<file path="config.mk">
export PLATFORM = sky130hd
export DESIGN_NAME = pmem_seq
export DESIGN_NICKNAME = d
export VERILOG_FILES = /design/src/rtl/pmem_pkg.sv /design/src/rtl/pmem_wait_sync.sv /design/src/rtl/pmem_timing_pick.sv /design/src/rtl/pmem_phase_ctl.sv /design/src/rtl/pmem_seq.sv
export SDC_FILE = /design/constraint.sdc
export NUM_CORES = 1
export LEC_CHECK = 0
export BUFFER_PORTS_ARGS = -buffer_cell sky130_fd_sc_hd__clkbuf_2
export CORE_MARGIN = 2
export CORE_UTILIZATION = 40
export DETAILED_ROUTE_END_ITERATION = 8
export SKIP_CTS_REPAIR_TIMING = 1
export SLEW_MARGIN = 20
export SYNTH_ARGS = -nofsm -noshare
export SYNTH_HDL_FRONTEND = slang
export SYNTH_SLANG_ARGS = --single-unit
</file>
<file path="constraint.sdc">
create_clock -name clk -period 5.3 [get_ports clk]
set_input_delay 0.795 -clock clk [delete_from_list [all_inputs] [get_ports clk]]
set_output_delay 0.795 -clock clk [all_outputs]
set_load 0.03 [all_outputs]
</file>
<file path="src/rtl/pmem_pkg.sv">
// Shared types for the parallel memory sequencer.
// The timing word layout is fixed: HiZ, hold, wait and setup, from the top byte down.
package pmem_pkg;
    typedef enum logic [1:0] {PH_IDLE, PH_SETUP, PH_CMD, PH_HOLD} phase_t;

    typedef struct packed {
        logic [7:0] hiz;
        logic [7:0] hold;
        logic [7:0] wt;
        logic [7:0] setup;
    } tword_t;

    localparam logic [31:0] ATTR_TWORD_RST = 32'hFCFC_FCFC;
endpackage

</file>
<file path="src/rtl/pmem_wait_sync.sv">
// Two-flop synchroniser for the active-low wait pin.
// Assumes the pin is asynchronous to clk. Resets to the not-waiting level.
module pmem_wait_sync (
    input  logic clk,
    input  logic rst_n,
    input  logic wait_n_i,
    output logic wait_ok_o
);
    logic s1;

    // shift the pin through two flops
    always_ff @(posedge clk) begin
        if (!rst_n) begin
            s1        <= 1'b1;
            wait_ok_o <= 1'b1;
        end else begin
            s1        <= wait_n_i;
            wait_ok_o <= s1;
        end
    end
endmodule

</file>
<file path="src/rtl/pmem_timing_pick.sv">
// Decodes one timing word into counter preloads.
// A reserved zero in the wait or hold field is read as 1.
// NAND adds one more setup cycle than PC Card.
module pmem_timing_pick
    import pmem_pkg::*;
(
    input  logic [31:0] word_i,
    input  logic        nand_i,
    output logic [8:0]  setup_m1_o,
    output logic [7:0]  wait_cnt_o,
    output logic [7:0]  hold_m1_o,
    output logic [7:0]  hiz_o
);
    tword_t tw;

    // split the word and turn each field into a preload
    always_comb begin
        tw         = tword_t'(word_i);
        setup_m1_o = {1'b0, tw.setup} + {8'd0, nand_i};
        wait_cnt_o = (tw.wt == 8'd0) ? 8'd1 : tw.wt;
        hold_m1_o  = (tw.hold == 8'd0) ? 8'd0 : tw.hold - 8'd1;
        hiz_o      = tw.hiz;
    end
endmodule

</file>
<file path="src/rtl/pmem_phase_ctl.sv">
// Phase state machine for a single access: setup, command, then hold.
// The command phase is stretched while the synchronised wait is low
// once the programmed count has run out.
// start_i in the last hold cycle chains straight into the next access.
module pmem_phase_ctl
    import pmem_pkg::*;
(
    input  logic       clk,
    input  logic       rst_n,
    input  logic       start_i,
    input  logic [8:0] setup_m1_i,
    input  logic [7:0] wait_cnt_i,
    input  logic [7:0] hold_m1_i,
    input  logic       wait_ok_i,
    output phase_t     phase_o,
    output logic       cmd_release_o,
    output logic       hold_end_o
);
    logic [8:0] cnt;

    // step through the phases with one shared down-counter
    always_ff @(posedge clk) begin
        if (!rst_n) begin
            phase_o <= PH_IDLE;
            cnt     <= '0;
        end else begin
            unique case (phase_o)
                PH_IDLE: if (start_i) begin
                    phase_o <= PH_SETUP;
                    cnt     <= setup_m1_i;
                end
                PH_SETUP: if (cnt == 9'd0) begin
                    phase_o <= PH_CMD;
                    cnt     <= {1'b0, wait_cnt_i};
                end else begin
                    cnt <= cnt - 9'd1;
                end
                PH_CMD: if (cnt != 9'd0) begin
                    cnt <= cnt - 9'd1;
                end else if (wait_ok_i) begin
                    phase_o <= PH_HOLD;
                    cnt     <= {1'b0, hold_m1_i};
                end
                PH_HOLD: if (cnt != 9'd0) begin
                    cnt <= cnt - 9'd1;
                end else if (start_i) begin
                    phase_o <= PH_SETUP;
                    cnt     <= setup_m1_i;
                end else begin
                    phase_o <= PH_IDLE;
                end
                default: phase_o <= PH_IDLE;
            endcase
        end
    end

    // phase boundary strobes for the datapath
    assign cmd_release_o = (phase_o == PH_CMD) && (cnt == 9'd0) && wait_ok_i;
    assign hold_end_o    = (phase_o == PH_HOLD) && (cnt == 9'd0);


    cmd_min_chk: assert property (@(posedge clk) disable iff (!rst_n)
        (phase_o == PH_CMD && cnt != 9'd0) |=> (phase_o == PH_CMD));

    wait_stretch_chk: assert property (@(posedge clk) disable iff (!rst_n)
        (phase_o == PH_CMD && cnt == 9'd0 && !wait_ok_i) |=> (phase_o == PH_CMD));

    hold_min_chk: assert property (@(posedge clk) disable iff (!rst_n)
        (phase_o == PH_HOLD && cnt != 9'd0) |=> (phase_o == PH_HOLD));
endmodule

</file>
<file path="src/rtl/pmem_seq.sv">
// Top level of the sequencer. Latches a request, picks the timing word,
// splits attribute requests into byte accesses, and drives the memory pins.
// Assumes DW is a multiple of 8 and at least 16. Timing inputs are held
// steady while busy is high.
module pmem_seq
    import pmem_pkg::*;
#(
    parameter  int AW  = 16,
    parameter  int DW  = 32,
    localparam int NB  = DW / 8,
    localparam int LGB = $clog2(NB),
    localparam int SW  = $clog2(LGB + 1)
) (
    input  logic          clk,
    input  logic          rst_n,
    input  logic          req_valid,
    input  logic          req_write,
    input  logic          req_attr,
    input  logic          req_nand,
    input  logic          req_last,
    input  logic [SW-1:0] req_size,
    input  logic [AW-1:0] req_addr,
    input  logic [DW-1:0] req_wdata,
    input  logic [31:0]   tim_common,
    input  logic [31:0]   tim_attr,
    output logic          busy,
    output logic          done,
    output logic [DW-1:0] rdata,
    output logic [AW-1:0] mem_addr,
    output logic [DW-1:0] mem_dout,
    output logic          mem_doe,
    input  logic [DW-1:0] mem_din,
    output logic          mem_we_n,
    output logic          mem_oe_n,
    input  logic          mem_wait_n
);
    phase_t          phase;
    logic            wait_ok, cmd_release, hold_end, accept, start, last_beat;
    logic            op_write, op_attr, op_nand;
    logic [31:0]     tim_q, sel_word;
    logic [AW-1:0]   addr_q;
    logic [DW-1:0]   wdata_q, rdata_q;
    logic [LGB-1:0]  beat, last_idx;
    logic [7:0]      hiz_cnt, hiz_ld, wait_cnt, hold_m1;
    logic [8:0]      setup_m1;
    logic [SW-1:0]   size_c;
    logic [LGB:0]    span;

    assign busy      = (phase != PH_IDLE);
    assign accept    = req_valid && !busy;
    assign last_beat = (beat == last_idx);
    assign start     = accept || (hold_end && !last_beat);

    // timing word: taken from the request when idle, from the latch when busy
    assign sel_word = busy ? tim_q
                    : ((req_attr || (req_nand && req_last)) ? tim_attr : tim_common);

    // limit the size code to the data width, then count the bytes
    always_comb begin
        size_c = (req_size > SW'(LGB)) ? SW'(LGB) : req_size;
        span   = (LGB+1)'(1) << size_c;
    end

    pmem_wait_sync u_sync (
        .clk       (clk),
        .rst_n     (rst_n),
        .wait_n_i  (mem_wait_n),
        .wait_ok_o (wait_ok)
    );

    pmem_timing_pick u_pick (
        .word_i     (sel_word),
        .nand_i     (busy ? op_nand : req_nand),
        .setup_m1_o (setup_m1),
        .wait_cnt_o (wait_cnt),
        .hold_m1_o  (hold_m1),
        .hiz_o      (hiz_ld)
    );

    pmem_phase_ctl u_ctl (
        .clk           (clk),
        .rst_n         (rst_n),
        .start_i       (start),
        .setup_m1_i    (setup_m1),
        .wait_cnt_i    (wait_cnt),
        .hold_m1_i     (hold_m1),
        .wait_ok_i     (wait_ok),
        .phase_o       (phase),
        .cmd_release_o (cmd_release),
        .hold_end_o    (hold_end)
    );

    // latch the request and step the byte index
    always_ff @(posedge clk) begin
        if (!rst_n) begin
            op_write <= 1'b0;
            op_attr  <= 1'b0;
            op_nand  <= 1'b0;
            tim_q    <= ATTR_TWORD_RST;
            addr_q   <= '0;
            wdata_q  <= '0;
            beat     <= '0;
            last_idx <= '0;
        end else if (accept) begin
            op_write <= req_write;
            op_attr  <= req_attr;
            op_nand  <= req_nand;
            tim_q    <= sel_word;
            addr_q   <= req_addr;
            wdata_q  <= req_wdata;
            beat     <= '0;
            last_idx <= req_attr ? LGB'(span - (LGB+1)'(1)) : '0;
        end else if (hold_end && !last_beat) begin
            beat <= beat + LGB'(1);
        end
    end

    // capture read data on the edge that releases the strobe
    always_ff @(posedge clk) begin
        if (!rst_n || accept) begin
            rdata_q <= '0;
        end else if (cmd_release && !op_write) begin
            if (op_attr) rdata_q[8*beat +: 8] <= mem_din[7:0];
            else         rdata_q <= mem_din;
        end
    end

    // count down the bus HiZ window from the start of each access
    always_ff @(posedge clk) begin
        if (!rst_n)              hiz_cnt <= '0;
        else if (start)          hiz_cnt <= hiz_ld;
        else if (hiz_cnt != 8'd0) hiz_cnt <= hiz_cnt - 8'd1;
    end

    // memory pin drive
    assign mem_addr = addr_q + AW'(beat);
    assign mem_dout = op_attr ? DW'(wdata_q[8*beat +: 8]) : wdata_q;
    assign mem_doe  = op_write && busy && (hiz_cnt == 8'd0);
    assign mem_we_n = !((phase == PH_CMD) && op_write);
    assign mem_oe_n = !((phase == PH_CMD) && !op_write);
    assign done     = hold_end && last_beat;
    assign rdata    = rdata_q;


    strobe_excl_chk: assert property (@(posedge clk) disable iff (!rst_n)
        !(!mem_we_n && !mem_oe_n));

    busy_ignore_chk: assert property (@(posedge clk) disable iff (!rst_n)
        (busy && req_valid) |=> ($stable(addr_q) && $stable(op_write)));

    read_nodrive_chk: assert property (@(posedge clk) disable iff (!rst_n)
        !mem_oe_n |-> !mem_doe);

    done_idle_chk: assert property (@(posedge clk) disable iff (!rst_n)
        done |=> !busy);
endmodule

</file>
==> run summary, run 1 <==
The run finished with clean final reports. The minimum clock period after layout is 3.82 ns. Fill cells in the final layout number 1984.

The clock tree skew after final layout is 0.00861 ns. The number of sinks driven by the clock tree came out at 140. Of all nets on the critical path, the largest fanout is 11. After synthesis, the share of flip-flops with an asynchronous set or reset is 0%. The part of the total power dissipated in sequential elements came out at between 30% and 40%. The top flip-flop cell by instance count after synthesis is sky130_fd_sc_hd__dfxtp_1. The vias per cell is roughly 5.3. Measured against its own limit, the worst slew margin works out to 35.3%. The sort of element at the start of the critical path is a flop. After synthesis, the cell types taking the most area are sky130_fd_sc_hd__dfxtp_1 35%, sky130_fd_sc_hd__nand2_1 9.3%, sky130_fd_sc_hd__a21boi_0 5.1%, sky130_fd_sc_hd__a21oi_1 4.6%, sky130_fd_sc_hd__nor2b_1 4.1%.

The vias after detailed routing is 7974. CTS built an H-tree with a depth of 4. After detailed routing, the wire length on met1 is ~12000 um. The length of the first detailed-routing pass in iterations came out at 5. Wires add up to around 25000 um. The routed wire length on met2 came out at 11200 um. Setup violations remaining at the end of the flow were counted as 0.

The synthesized net count came out at between 1000 and 1500. The mean routed wirelength per cell came out at 16.4 um. The number of ports placed on the die boundary came out at between 200 and 250. The x dimension of the die came out at roughly 150 um.

The die covers 21100 um2. In the final design database the tool counted 1404 nets. After synthesis, the largest area contributor takes up around a third of total cell area. In this run the clock root is driven by a sky130_fd_sc_hd__clkbuf_16. The leakage power came out at 0.00439 uW. The placeable core region came out at approximately 20000 um2. The final routed DRC violation total is 0. The initial antenna violation count came out at 0.

The mean cell area of the mapped netlist came out at roughly 7.8 um2. In the final layout, the share of cells above drive strength 1 is between 20% and 30%. The worst reg2reg path endpoint is u_ctl.cnt[7]. The routed length on met3 came out at about 1400 um. The cell depth of the worst flop-to-flop path came out at 10.

The required arrival time at the worst endpoint is 4.51 ns. The worst vdd rail ir drop came out at 0.308 mV. STA classifies the critical path endpoint as a primary output. TritonCTS built the clock tree. The design draws around 4800 uW. The net switching fraction of the power is a little over two fifths. The max-slew violation count came out at 0.

Setup repair after global routing left no endpoint under its margin. In this run the deepest clock path goes through 2 buffers. From bottom edge to top edge, the die measures 145 um. After clock tree synthesis, the clock-pin slew on the worst setup and hold paths is 0.06 ns.

The number of cell rows is 51. In this run the power spent charging and discharging nets is 2070 uW. The setup check on the worst reg-to-reg path leaves a slack of between 1.5 and 2 ns. The first-iteration detailed-routing DRC count is between 400 and 500. The count of maximum capacitance violations came out at 0. The peak clock frequency supported by timing is 262 MHz.

STA puts the critical path data arrival time at approximately 3 ns. The relative contribution of combinational cells to total power came out at between 40% and 50%. At the pin with the least slew margin, the transition time is 0.962 ns. The cell area after synthesis is 7990 um2. Counting every instance in the synthesized netlist gives 1029. Once detail routing completed, the nets flagged for antenna violations numbered 0.

In this run the critical register-to-register path is launched from u_ctl.phase_o[0]. Dividing the final minimum period by the clock period gives between 70% and 80%. The source-to-sink clock delay at the later pin of the worst-skew pair is 0.42 ns.

The overall global routing resource usage is 22.8%. The number of global-route vias before repair is approximately 7400. The cell type contributing the most total cell area after synthesis is sky130_fd_sc_hd__dfxtp_1. The internal power contribution is between 2000 and 3000 uW.

The wire-length estimate of the detail-placed layout is 18300 um. The number of buffers added by the clock tree synthesis step came out at 17. Dividing total power by cell area gives a power density of around 480 nW/um2.

The critical path is of the flop to primary output type. The largest net degree at the start of global routing is 81. In this run the worst setup path begins at beat[1].

Adding up every negative setup slack in the final design gives 0 ns. The number of distinct standard cells referenced by the synthesized netlist came out at 57. The proportion of synthesized chip area in sequential cells is between 30% and 40%. The first global-routing pass estimated a little under 40000 um of wire.

Buffers placed on the I/O ports in this run total between 200 and 250. The uppermost metal layer occupied by signal nets is met4. The end point of the critical path is mem_addr[12].

The hold violation total from the final report was 0. The classification of the worst-slack hold path is flop to flop. The effective utilization at floorplan is 40.9%.

The number of warnings reported in the yosys synthesis log came out at 0. The synthesis-to-layout area growth is 24.2%. The number of enable flip-flop cells after synthesis is 0. For this run the aggregate overflow at the end of global routing stands at 0. The clock network is responsible for a little under a quarter of the overall power.

The diode insertion count for antenna repair came out at 0. The synthesized flop and latch total came out at 140. At the end of routability-driven placement, the weighted congestion stood at approximately 0.9.
metal layers:
| metal | GRT usage, % | vias up |
|---|---|---|
| met3 | 4.42 | 25 |
| met4 | 5.98 | 0 |
| met2 | 36.0 | 242 |
| li1 | - | 4034 |
| met5 | 0 | - |
| met1 | 32.0 | 3673 |
worst max-delay path: stages, from the launching register on:
cell,delay [ns]
sky130_fd_sc_hd__dfxtp_1,0.49
sky130_fd_sc_hd__clkinv_1,0.42
sky130_fd_sc_hd__fa_1,0.60
sky130_fd_sc_hd__nor2_1,0.20
sky130_fd_sc_hd__and3_1,0.24
sky130_fd_sc_hd__nand2_1,0.09
sky130_fd_sc_hd__nor2_1,0.13
sky130_fd_sc_hd__nand2_1,0.08
sky130_fd_sc_hd__xnor2_1,0.14
sky130_fd_sc_hd__clkbuf_2,0.22
flip-flops by register name, indices dropped and copies added, names as in the netlist, 2 cells and up:
register and count:
hiz_cnt 8, beat 2, wdata_q 32, u_ctl.cnt 9, rdata 32, u_ctl.phase_o 2
last_idx 2, addr_q 16, tim_q 32
kinds of logic (layout without fill, tap and decap cells):
group	Yosys count	after routing	synth area share, %
mux	48	48	6.25
xor+xnor	31	31	3.40
flops	140	140	35.1
fa+ha+maj	17	17	2.75
buf+inv	88	304	4.27
compound gates	289	289	24.5
simple gates	416	416	23.8
through the flow:
stage               util (%)  cell area, um2  std cells  setup WS (ns)  hold WS [ns]
CTS                     50.8            9930       1510           1.46         0.407
global route            50.8            9930       1510           1.22         0.424
finish                  50.8            9930       1510           1.48         0.403
detailed placement      48.0            9380       1479           1.73         0.393
global placement        48.0            9380       1479           1.81         0.396
floorplan                  -            7990       1029           1.50         0.386
Yosys cell counts, types with 3 or more instances:
cell type / n
sky130_fd_sc_hd__nand2_1: 197
sky130_fd_sc_hd__dfxtp_1: 140
sky130_fd_sc_hd__nor2_1: 79
sky130_fd_sc_hd__a21oi_1: 74
sky130_fd_sc_hd__a21boi_0: 54
sky130_fd_sc_hd__nor2b_1: 53
sky130_fd_sc_hd__clkbuf_1: 48
sky130_fd_sc_hd__a211oi_1: 37
sky130_fd_sc_hd__mux2i_1: 33
sky130_fd_sc_hd__o211ai_1: 28
sky130_fd_sc_hd__o21ai_0: 25
sky130_fd_sc_hd__nand3_1: 24
sky130_fd_sc_hd__xnor2_1: 23
sky130_fd_sc_hd__inv_1: 20
sky130_fd_sc_hd__ha_1: 16
sky130_fd_sc_hd__o22ai_1: 16
sky130_fd_sc_hd__mux2_2: 15
sky130_fd_sc_hd__nor3_1: 14
sky130_fd_sc_hd__a21o_1: 10
sky130_fd_sc_hd__o211a_1: 10
sky130_fd_sc_hd__buf_1: 9
sky130_fd_sc_hd__buf_2: 9
sky130_fd_sc_hd__and3_1: 8
sky130_fd_sc_hd__xor2_1: 8
sky130_fd_sc_hd__nand2b_1: 6
sky130_fd_sc_hd__o21a_1: 6
sky130_fd_sc_hd__or3_1: 6
sky130_fd_sc_hd__nand4_1: 5
sky130_fd_sc_hd__a21oi_2: 4
sky130_fd_sc_hd__and2_1: 4
sky130_fd_sc_hd__nor4_1: 4
sky130_fd_sc_hd__or4_1: 4
sky130_fd_sc_hd__a31oi_1: 3
sky130_fd_sc_hd__o311ai_0: 3
sky130_fd_sc_hd__o31ai_1: 3
sky130_fd_sc_hd__or4b_2: 3
how the worst min path moves through the flow:
stage,cells past startpoint,endpoint,slack (ns),startpoint
global route,1,u_sync.wait_ok_o,0.42,u_sync.s1
finish,1,u_sync.wait_ok_o,0.40,u_sync.s1
detailed placement,1,u_sync.wait_ok_o,0.39,u_sync.s1
CTS,1,u_sync.wait_ok_o,0.41,u_sync.s1
floorplan,1,u_sync.wait_ok_o,0.39,u_sync.s1
global placement,1,u_sync.wait_ok_o,0.40,u_sync.s1
power by group through the flow:
stage / Clock [uW] / Combinational (uW) / Sequential, uW
finish: 1130 / 2170 / 1450
global route: 1200 / 2400 / 1480
CTS: 1160 / 2160 / 1450
detailed placement: 0 / 2150 / 1470
global placement: 0 / 2140 / 1470
floorplan: 0 / 1590 / 1440
layout make-up:
cell class | instances | area (um2) | area share [%]
multi-input combinational | 801 | 4870 | 49.1
clock inverter | 12 | 116 | 1.17
sequential | 140 | 2800 | 28.2
timing repair buffer | 251 | 1290 | 13.0
inverter | 22 | 82.6 | 0.832
tap | 265 | 332 | 3.34
clock buffer | 19 | 433 | 4.36
cell usage in the layout, fill, tap and decap left out, types with 17 or more instances in the layout:
master and count:
sky130_fd_sc_hd__clkbuf_2 237, sky130_fd_sc_hd__nand2_1 196, sky130_fd_sc_hd__dfxtp_1 139, sky130_fd_sc_hd__nor2_1 79, sky130_fd_sc_hd__a21oi_1 73, sky130_fd_sc_hd__a21boi_0 54, sky130_fd_sc_hd__nor2b_1 53, sky130_fd_sc_hd__a211oi_1 37
sky130_fd_sc_hd__mux2i_1 33, sky130_fd_sc_hd__o211ai_1 28, sky130_fd_sc_hd__o21ai_0 25, sky130_fd_sc_hd__nand3_1 24, sky130_fd_sc_hd__xnor2_1 23, sky130_fd_sc_hd__inv_1 20, sky130_fd_sc_hd__clkbuf_16 17
Note: power is estimated with default switching activity, not from simulation.
==> run 2, diff against run 1 <==
--- a/config.mk
+++ b/config.mk
@@ -9,6 +9,7 @@
 export CORE_MARGIN = 2
 export CORE_UTILIZATION = 40
 export DETAILED_ROUTE_END_ITERATION = 8
+export PLACE_DENSITY = 0.67
 export SKIP_CTS_REPAIR_TIMING = 1
 export SLEW_MARGIN = 20
 export SYNTH_ARGS = -nofsm -noshare
==> constraint.sdc (replaced) <==
create_clock -name clk -period 3.1 [get_ports clk]
set_input_delay 0.465 -clock clk [delete_from_list [all_inputs] [get_ports clk]]
set_output_delay 0.465 -clock clk [all_outputs]
set_load 0.03 [all_outputs]
==> run 2 against run 1 <==
Compared with the run above:
- global-route usage is 0.13 points higher
- clock power is 81% higher
- count of clock-buffer cells in the layout is 1 lower
- sequential share of layout area is 0.63 points lower
- first-iteration DRC count is 9.4% higher
- flip-flop and latch count stayed put
- sequential power is 71% higher
- largest power group unchanged
==> run summary, run 2 (synthesized netlist as in run 1, its figures left out) <==
The routed wire length on met2 came out at 11300 um (+0.53%). The mean routed wirelength per cell is 16.1 um (-1.8%). The number of ports placed on the die boundary came to 239 (unchanged). The routed metal-1 wire length is 11300 um (-4.0%). The initial antenna violation count came out at 1 (+1). The hold violation total from the final report is 0 (unchanged). The worst vdd rail ir drop is 0.401 mV (+30%). The headroom to the max-slew limit is 50.1% (+15 points). The synthesis-to-layout area growth came out at 27.1%. The post-layout net count came out at 1420 (+1.1%). The filler cell count came to 1958 (-1.3%). The total power was 8370 uW (+76%). The number of global-route vias before repair came to 7423 (+0.32%).

The minimum clock period after layout came out at a little under 3 ns. The number of buffers added by the clock tree synthesis step came out at 17 (unchanged). The length of the first detailed-routing pass in iterations came out at 6 (+1). The remaining antenna violation count came out at 0 (unchanged).

The count of input and output buffers came to 238 (unchanged). The count of maximum capacitance violations came out at 0 (unchanged). The number of cell rows is 51 (unchanged). The max-slew violation count is 0 (unchanged). The overall routed net length is 24600 um (-0.62%). The final number of setup-violating endpoints is 0 (unchanged). The global-route wire length before repair is 39500 um (+0.51%). The source-to-sink clock delay at the later pin of the worst-skew pair is 0.43 ns (about the same). The power per cell area came to 824 nW/um2 (+72%). The top fanout value on the critical path is 3 (-8).

Routed signal wires occupy layers up through met4. The chip height came out at 145 um (unchanged). The classification of the worst-slack hold path is input port to flop.

The effective utilization at floorplan is 40.9% (unchanged). The sum of overflow across all layers after global routing is 0 (unchanged). Leaving out fill and tap cells, the most frequent cell in the layout is sky130_fd_sc_hd__clkbuf_2. The design area is 10200 um2 (+2.3%). The leakage power came out at 0.00452 uW (+2.9%). The detailed placement HPWL came out at 18100 um (-0.85%). The first-iteration detailed-routing DRC count came out at 536 (+9.4%). The share of the core filled with cells came to 52.0% (+1.2 points).

The number of levels in the clock H-tree came out at 4 (unchanged). The standard cell area after detailed placement is 9560 um2 (+2.0%). The transition at the pin with the smallest max-transition slack is 0.739 ns (-0.223 ns).

The tree is rooted in a sky130_fd_sc_hd__clkbuf_16. The overall global routing resource usage is 22.9% (+0.13 points). The period utilization is 93.6%. The routability-driven placement congestion ratio came to 0.945 (+5.0%).

The arrival time of the worst setup path is 2.44 ns (-0.59 ns). The buffer levels on the longest clock path came to 2 (unchanged). The final routed DRC violation total was 0 (unchanged). The library cells used most frequently in the layout, excluding fill and tap cells, are 235 x sky130_fd_sc_hd__clkbuf_2, 196 x sky130_fd_sc_hd__nand2_1, 138 x sky130_fd_sc_hd__dfxtp_1.

The area of the die came out at 21100 um2 (unchanged). The category of the most critical setup path is flop to primary output. The run finished with clean final reports.

The peak clock frequency supported by timing is approximately 340 MHz. The routed length on met3 came out at 1530 um (+11%). The clock tree skew after final layout came to 0.0147 ns (+0.00604 ns). TritonCTS built the clock tree. The worst setup path is captured at a primary output. The x dimension of the die came to 145 um (unchanged). The vias per cell came out at 5.31 (+0.64%). The layout cell share with drive strength beyond 1 came to 26.5% (+1.6 points).

The placeable core region came to 19500 um2 (unchanged). The required arrival time at the worst endpoint came out at 2.63 ns (-1.88 ns). The number of sinks driven by the clock tree came out at 140 (unchanged). The vias after detailed routing is 8121 (+1.8%). STA classifies the critical path startpoint as a flop. The largest net degree at the start of global routing was 102 (+26%). The clock transition at the registers of the reported paths is 0.06 ns (about the same).
run 2: cell count changes in the layout (fill, tap and decap cells not counted), moves of 2 or more:
cell | previous run | this run
sky130_fd_sc_hd__inv_6 | 3 | 6
sky130_fd_sc_hd__buf_4 | 13 | 26
sky130_fd_sc_hd__inv_8 | 0 | 3
sky130_fd_sc_hd__buf_12 | 0 | 4
sky130_fd_sc_hd__clkinv_4 | 4 | 2
sky130_fd_sc_hd__clkbuf_2 | 237 | 235
sky130_fd_sc_hd__nor2_2 | 0 | 2
sky130_fd_sc_hd__clkbuf_1 | 2 | 0
sky130_fd_sc_hd__nor2_1 | 79 | 77
run 2: layout make-up:
type / count / area (um2) / area share, %
diodes: 1 / 2.50 / 0.0246
well taps: 265 / 332 / 3.26
multi-input cells: 801 / 4890 / 48.1
clock inverters: 14 / 146 / 1.44
repair buffers: 267 / 1460 / 14.4
clock buffers: 18 / 439 / 4.32
flip-flops and latches: 140 / 2810 / 27.6
inverters: 22 / 82.6 / 0.813
run 2: power by group:
group	leakage (uW)	internal (uW)	total [uW]	switching, uW
Combinational	0.00308	1430	3840	2410
Sequential	0.00115	2170	2480	315
Clock	0.000288	1160	2050	892
run 2: routing by layer:
| layer | vias up | GRT usage [%] |
|---|---|---|
| met1 | 3736 | 31.9 |
| met3 | 30 | 4.36 |
| met2 | 280 | 36.1 |
| met4 | 0 | 7.11 |
| li1 | 4075 | - |
| met5 | - | 0 |
run 2: critical path, stage by stage, from the launching register on:
cell and delay, ns:
sky130_fd_sc_hd__dfxtp_1 0.34, sky130_fd_sc_hd__ha_1 0.17, sky130_fd_sc_hd__inv_1 0.05, sky130_fd_sc_hd__fa_1 0.43, sky130_fd_sc_hd__nor2_2 0.16, sky130_fd_sc_hd__and3_1 0.22
sky130_fd_sc_hd__nand2_1 0.11, sky130_fd_sc_hd__nor2_2 0.12, sky130_fd_sc_hd__nand2_1 0.07, sky130_fd_sc_hd__xnor2_1 0.12, sky130_fd_sc_hd__buf_2 0.21
run 2: per-stage QoR:
| step | cells | TNS, ns | hold WS [ns] | worst slack, ns |
|---|---|---|---|---|
| after floorplan | 1029 | 0 | 0.386 | 0.00261 |
| after global placement | 1495 | 0 | 0.398 | 0.298 |
| after detailed placement | 1495 | 0 | 0.397 | 0.252 |
| after CTS | 1527 | 0 | 0.213 | 0.107 |
| after global routing | 1528 | -0.0120 | 0.216 | -0.0120 |
| final | 1528 | 0 | 0.229 | 0.199 |
run 2: path summary, 6_finish.rpt:
check | depth (start not counted) | startpoint | slack (ns) | to
max reg2reg | 10 | u_ctl.phase_o[1] | 0.28 | u_ctl.cnt[7]
min | 2 | mem_wait_n | 0.23 | u_sync.s1
max | 10 | beat[0] | 0.20 | mem_addr[12]
min reg2reg | 1 | u_sync.s1 | 0.41 | u_sync.wait_ok_o
==> run 3, diff against run 2 <==
--- a/config.mk
+++ b/config.mk
@@ -5,13 +5,14 @@
 export SDC_FILE = /design/constraint.sdc
 export NUM_CORES = 1
 export LEC_CHECK = 0
-export BUFFER_PORTS_ARGS = -buffer_cell sky130_fd_sc_hd__clkbuf_2
 export CORE_MARGIN = 2
-export CORE_UTILIZATION = 40
+export CORE_UTILIZATION = 50
 export DETAILED_ROUTE_END_ITERATION = 8
-export PLACE_DENSITY = 0.67
+export DONT_BUFFER_PORTS = 1
+export PLACE_DENSITY = 0.68
 export SKIP_CTS_REPAIR_TIMING = 1
 export SLEW_MARGIN = 20
 export SYNTH_ARGS = -nofsm -noshare
 export SYNTH_HDL_FRONTEND = slang
 export SYNTH_SLANG_ARGS = --single-unit
+export TNS_END_PERCENT = 30
==> run 3 against run 2 <==
Compared with the run above:
- via count fell by 10%
- power fell by 2.9%
- count of clock-buffer cells in the layout fell by 1
- critical path depth fell by 3
- clock power barely moved
- final cell count fell by 18%
- design area fell by 11%
- largest power group unchanged
- non-clock buffer count fell by 218
==> run summary, run 3 (synthesized netlist as in run 1, its figures left out) <==
The routability-driven placement congestion ratio is 0.863 (-8.6%). The number of levels in the clock H-tree is 4 (unchanged). The register-to-register path setup slack is 0.21 ns (-0.07 ns). STA classifies the critical path endpoint as a primary output. The number of sinks driven by the clock tree came out at 140 (unchanged).

The critical path depth is 7 (-3). The number of buffers added by the clock tree synthesis step came out at 17 (unchanged). The clock tree skew after final layout came out at 0.00726 ns (-0.00739 ns). The design area came out at 9000 um2 (-11%). The sort of element at the start of the critical path is a flop. The slowest stage of the critical path belongs to the cell sky130_fd_sc_hd__or4b_1.

The run finished with clean final reports. The count of input and output buffers came to 0 (-100%). The power per cell area is 903 nW/um2 (+9.6%). The share of the core filled with cells was 57.1% (+5.1 points). Among cell families on the critical path, the largest total delay comes from simple AND/OR/NAND/NOR gates. The transition at the pin with the smallest max-transition slack is 0.771 ns (+0.0316 ns). The leakage power came to 0.00357 uW (-21%). The internal power contribution is 4730 uW (-0.46%).

The arrival time of the worst setup path is 2.47 ns (+0.03 ns). Setup repair after global routing could not meet its margin everywhere. The period utilization came to 94.6% (+1.0 points). CTS placed an instance of sky130_fd_sc_hd__clkbuf_16 at the clock tree root. The category of the most critical setup path is flop to primary output. The vias after detailed routing came to 7309 (-10%). Leaving out fill and tap cells, the most frequent cell in the layout is sky130_fd_sc_hd__nand2_1.

The initial antenna violation count came out at 2 (+1). The post-layout net count was 1202 (-15%). The standard cell area after detailed placement came out at 8410 um2 (-12%). The minimum clock period after layout came to 2.93 ns (+0.0315 ns). The worst vdd rail ir drop came to 0.515 mV (+28%).

The count of maximum capacitance violations is 0 (unchanged). The clock tree from TritonCTS is done. The effective utilization at floorplan came out at 50.7% (+9.8 points). The synthesis-to-layout area growth came out at 12.6%.

The number of ports placed on the die boundary is 239 (unchanged). The first-iteration detailed-routing DRC count is 574 (+7.1%). The placeable core region is 15800 um2 (-19%). In this run the worst hold path is classified as input port to flop. The hold violation total from the final report is 0 (unchanged).

The net switching power is 3400 uW (-6.0%). The chip height is 130 um (-10%). The filler cell count came out at 1544 (-21%). The final number of setup-violating endpoints was 0 (unchanged). In this run the critical register-to-register path is launched from u_ctl.phase_o[0].

The required arrival time at the worst endpoint was 2.63 ns (about the same). The global-route wire length before repair came out at 34200 um (-14%). The number of global-route vias before repair is 6653 (-10%). The length of the first detailed-routing pass in iterations is 5 (-1). The buffer levels on the longest clock path came out at 2 (unchanged). The largest net degree at the start of global routing came out at 103 (+0.98%). The relative contribution of combinational cells to total power is 43.9% (-2.0 points). The clock network power share is 24.9% (+0.4 points). The final routed DRC violation total is 0 (unchanged).

The cell depth of the worst flop-to-flop path came to 12 (+2). The clock transition at the registers of the reported paths is 0.06 ns (about the same). The number of cell rows came out at 46 (-9.8%). In the layout the commonest cells are 196 x sky130_fd_sc_hd__nand2_1, 138 x sky130_fd_sc_hd__dfxtp_1, 78 x sky130_fd_sc_hd__nor2_1.

The critical path buffer and inverter count is 3 (+1). The layout cell share with drive strength beyond 1 came out at 11.0% (-16 points). The sum of overflow across all layers after global routing came out at 0 (unchanged). The delay contributed by the slowest stage of the critical path is 0.50 ns (+0.07 ns). In this design, the critical path's most frequently occurring cell is sky130_fd_sc_hd__buf_4. The net switching fraction of the power came to 41.8% (-1.4 points). The total power is 8130 uW (-2.9%). The mean routed wirelength per cell is 17.5 um (+9.0%). Following the worst setup path forward leads to its endpoint at done. The area of the die is 17000 um2 (-19%).

The vias per cell was 5.81 (+9.2%). The part of the total power dissipated in sequential elements is 31.2% (+1.6 points). The x dimension of the die came out at 130 um (-10%). Walking the worst path, the cells encountered are inv_1 > ha_1 > or4b_1 > nand2b_1 > nor3_2 > buf_4 > buf_4. The headroom to the max-slew limit came out at 48.8% (-1.3 points). The detailed placement HPWL came out at 15800 um (-13%). The worst setup path startpoint is u_ctl.cnt[0]. The top fanout value on the critical path is 14 (+11). The worst register-to-register path ends at u_ctl.cnt[6].

The source-to-sink clock delay at the later pin of the worst-skew pair is 0.42 ns (about the same). The max-slew violation count is 0 (unchanged). The remaining antenna violation count is 0 (unchanged). The overall global routing resource usage is 25.6% (+2.6 points). The peak clock frequency supported by timing is 341 MHz (-1.1%). The overall routed net length is 22100 um (-10%).
## run 3: worst min path at each step
| stage | startpoint | end | slack [ns] | cells past startpoint |
|---|---|---|---|---|
| floorplan | u_sync.s1 | u_sync.wait_ok_o | 0.39 | 1 |
| global placement | u_sync.s1 | u_sync.wait_ok_o | 0.41 | 1 |
| detailed placement | u_sync.s1 | u_sync.wait_ok_o | 0.41 | 1 |
| CTS | rst_n | u_sync.wait_ok_o | 0.11 | 1 |
| global route | rst_n | u_sync.wait_ok_o | 0.12 | 1 |
| finish | rst_n | u_sync.wait_ok_o | 0.13 | 1 |
## run 3: routing by layer
metal	up-vias	share of wire, %	GRT usage (%)	wire, um
li1	3627	-	-	-
met1	3373	45	33.7	9860
met2	273	47	41.7	10300
met3	36	7.0	5.46	1540
met4	0	1.8	9.07	401
met5	-	0	0	0
## run 3: per-stage QoR
stage	hold slack [ns]	cells	setup TNS, ns	setup slack [ns]
CTS	0.114	1257	0	0.0102
finish	0.133	1259	0	0.167
detailed placement	0.414	1228	0	0.222
global placement	0.412	1228	0	0.294
floorplan	0.386	1029	0	0.00261
global route	0.115	1259	-0.0901	-0.0721
## run 3: power groups by stage
stage	sequential, uW	combinational, uW	clock (uW)
2_1_floorplan	2460	2770	0
3_3_place_gp	2560	3490	0
3_5_place_dp	2560	3520	0
4_1_cts	2530	3550	2060
5_1_grt	2590	3970	2140
6_report	2540	3570	2020
## run 3: worst register-to-register path, stage by stage, from the launching register on
cell                       delay (ns)
sky130_fd_sc_hd__dfxtp_2         0.34
sky130_fd_sc_hd__inv_1           0.10
sky130_fd_sc_hd__ha_2            0.23
sky130_fd_sc_hd__buf_4           0.32
sky130_fd_sc_hd__nor2_1          0.08
sky130_fd_sc_hd__a21oi_1         0.13
sky130_fd_sc_hd__ha_1            0.21
sky130_fd_sc_hd__ha_2            0.20
sky130_fd_sc_hd__inv_1           0.06
sky130_fd_sc_hd__or4b_4          0.54
sky130_fd_sc_hd__xnor2_2         0.16
sky130_fd_sc_hd__a211oi_1        0.27
sky130_fd_sc_hd__o32ai_1         0.13
## run 3: area by class of cell
cell class | count | area (um2) | area share [%]
diodes | 2 | 5.00 | 0.0556
multi-input cells | 801 | 4890 | 54.3
well taps | 216 | 270 | 3.00
clock buffers | 17 | 425 | 4.72
inverters | 22 | 86.3 | 0.959
clock inverters | 12 | 151 | 1.68
repair buffers | 49 | 368 | 4.09
flip-flops and latches | 140 | 2810 | 31.2
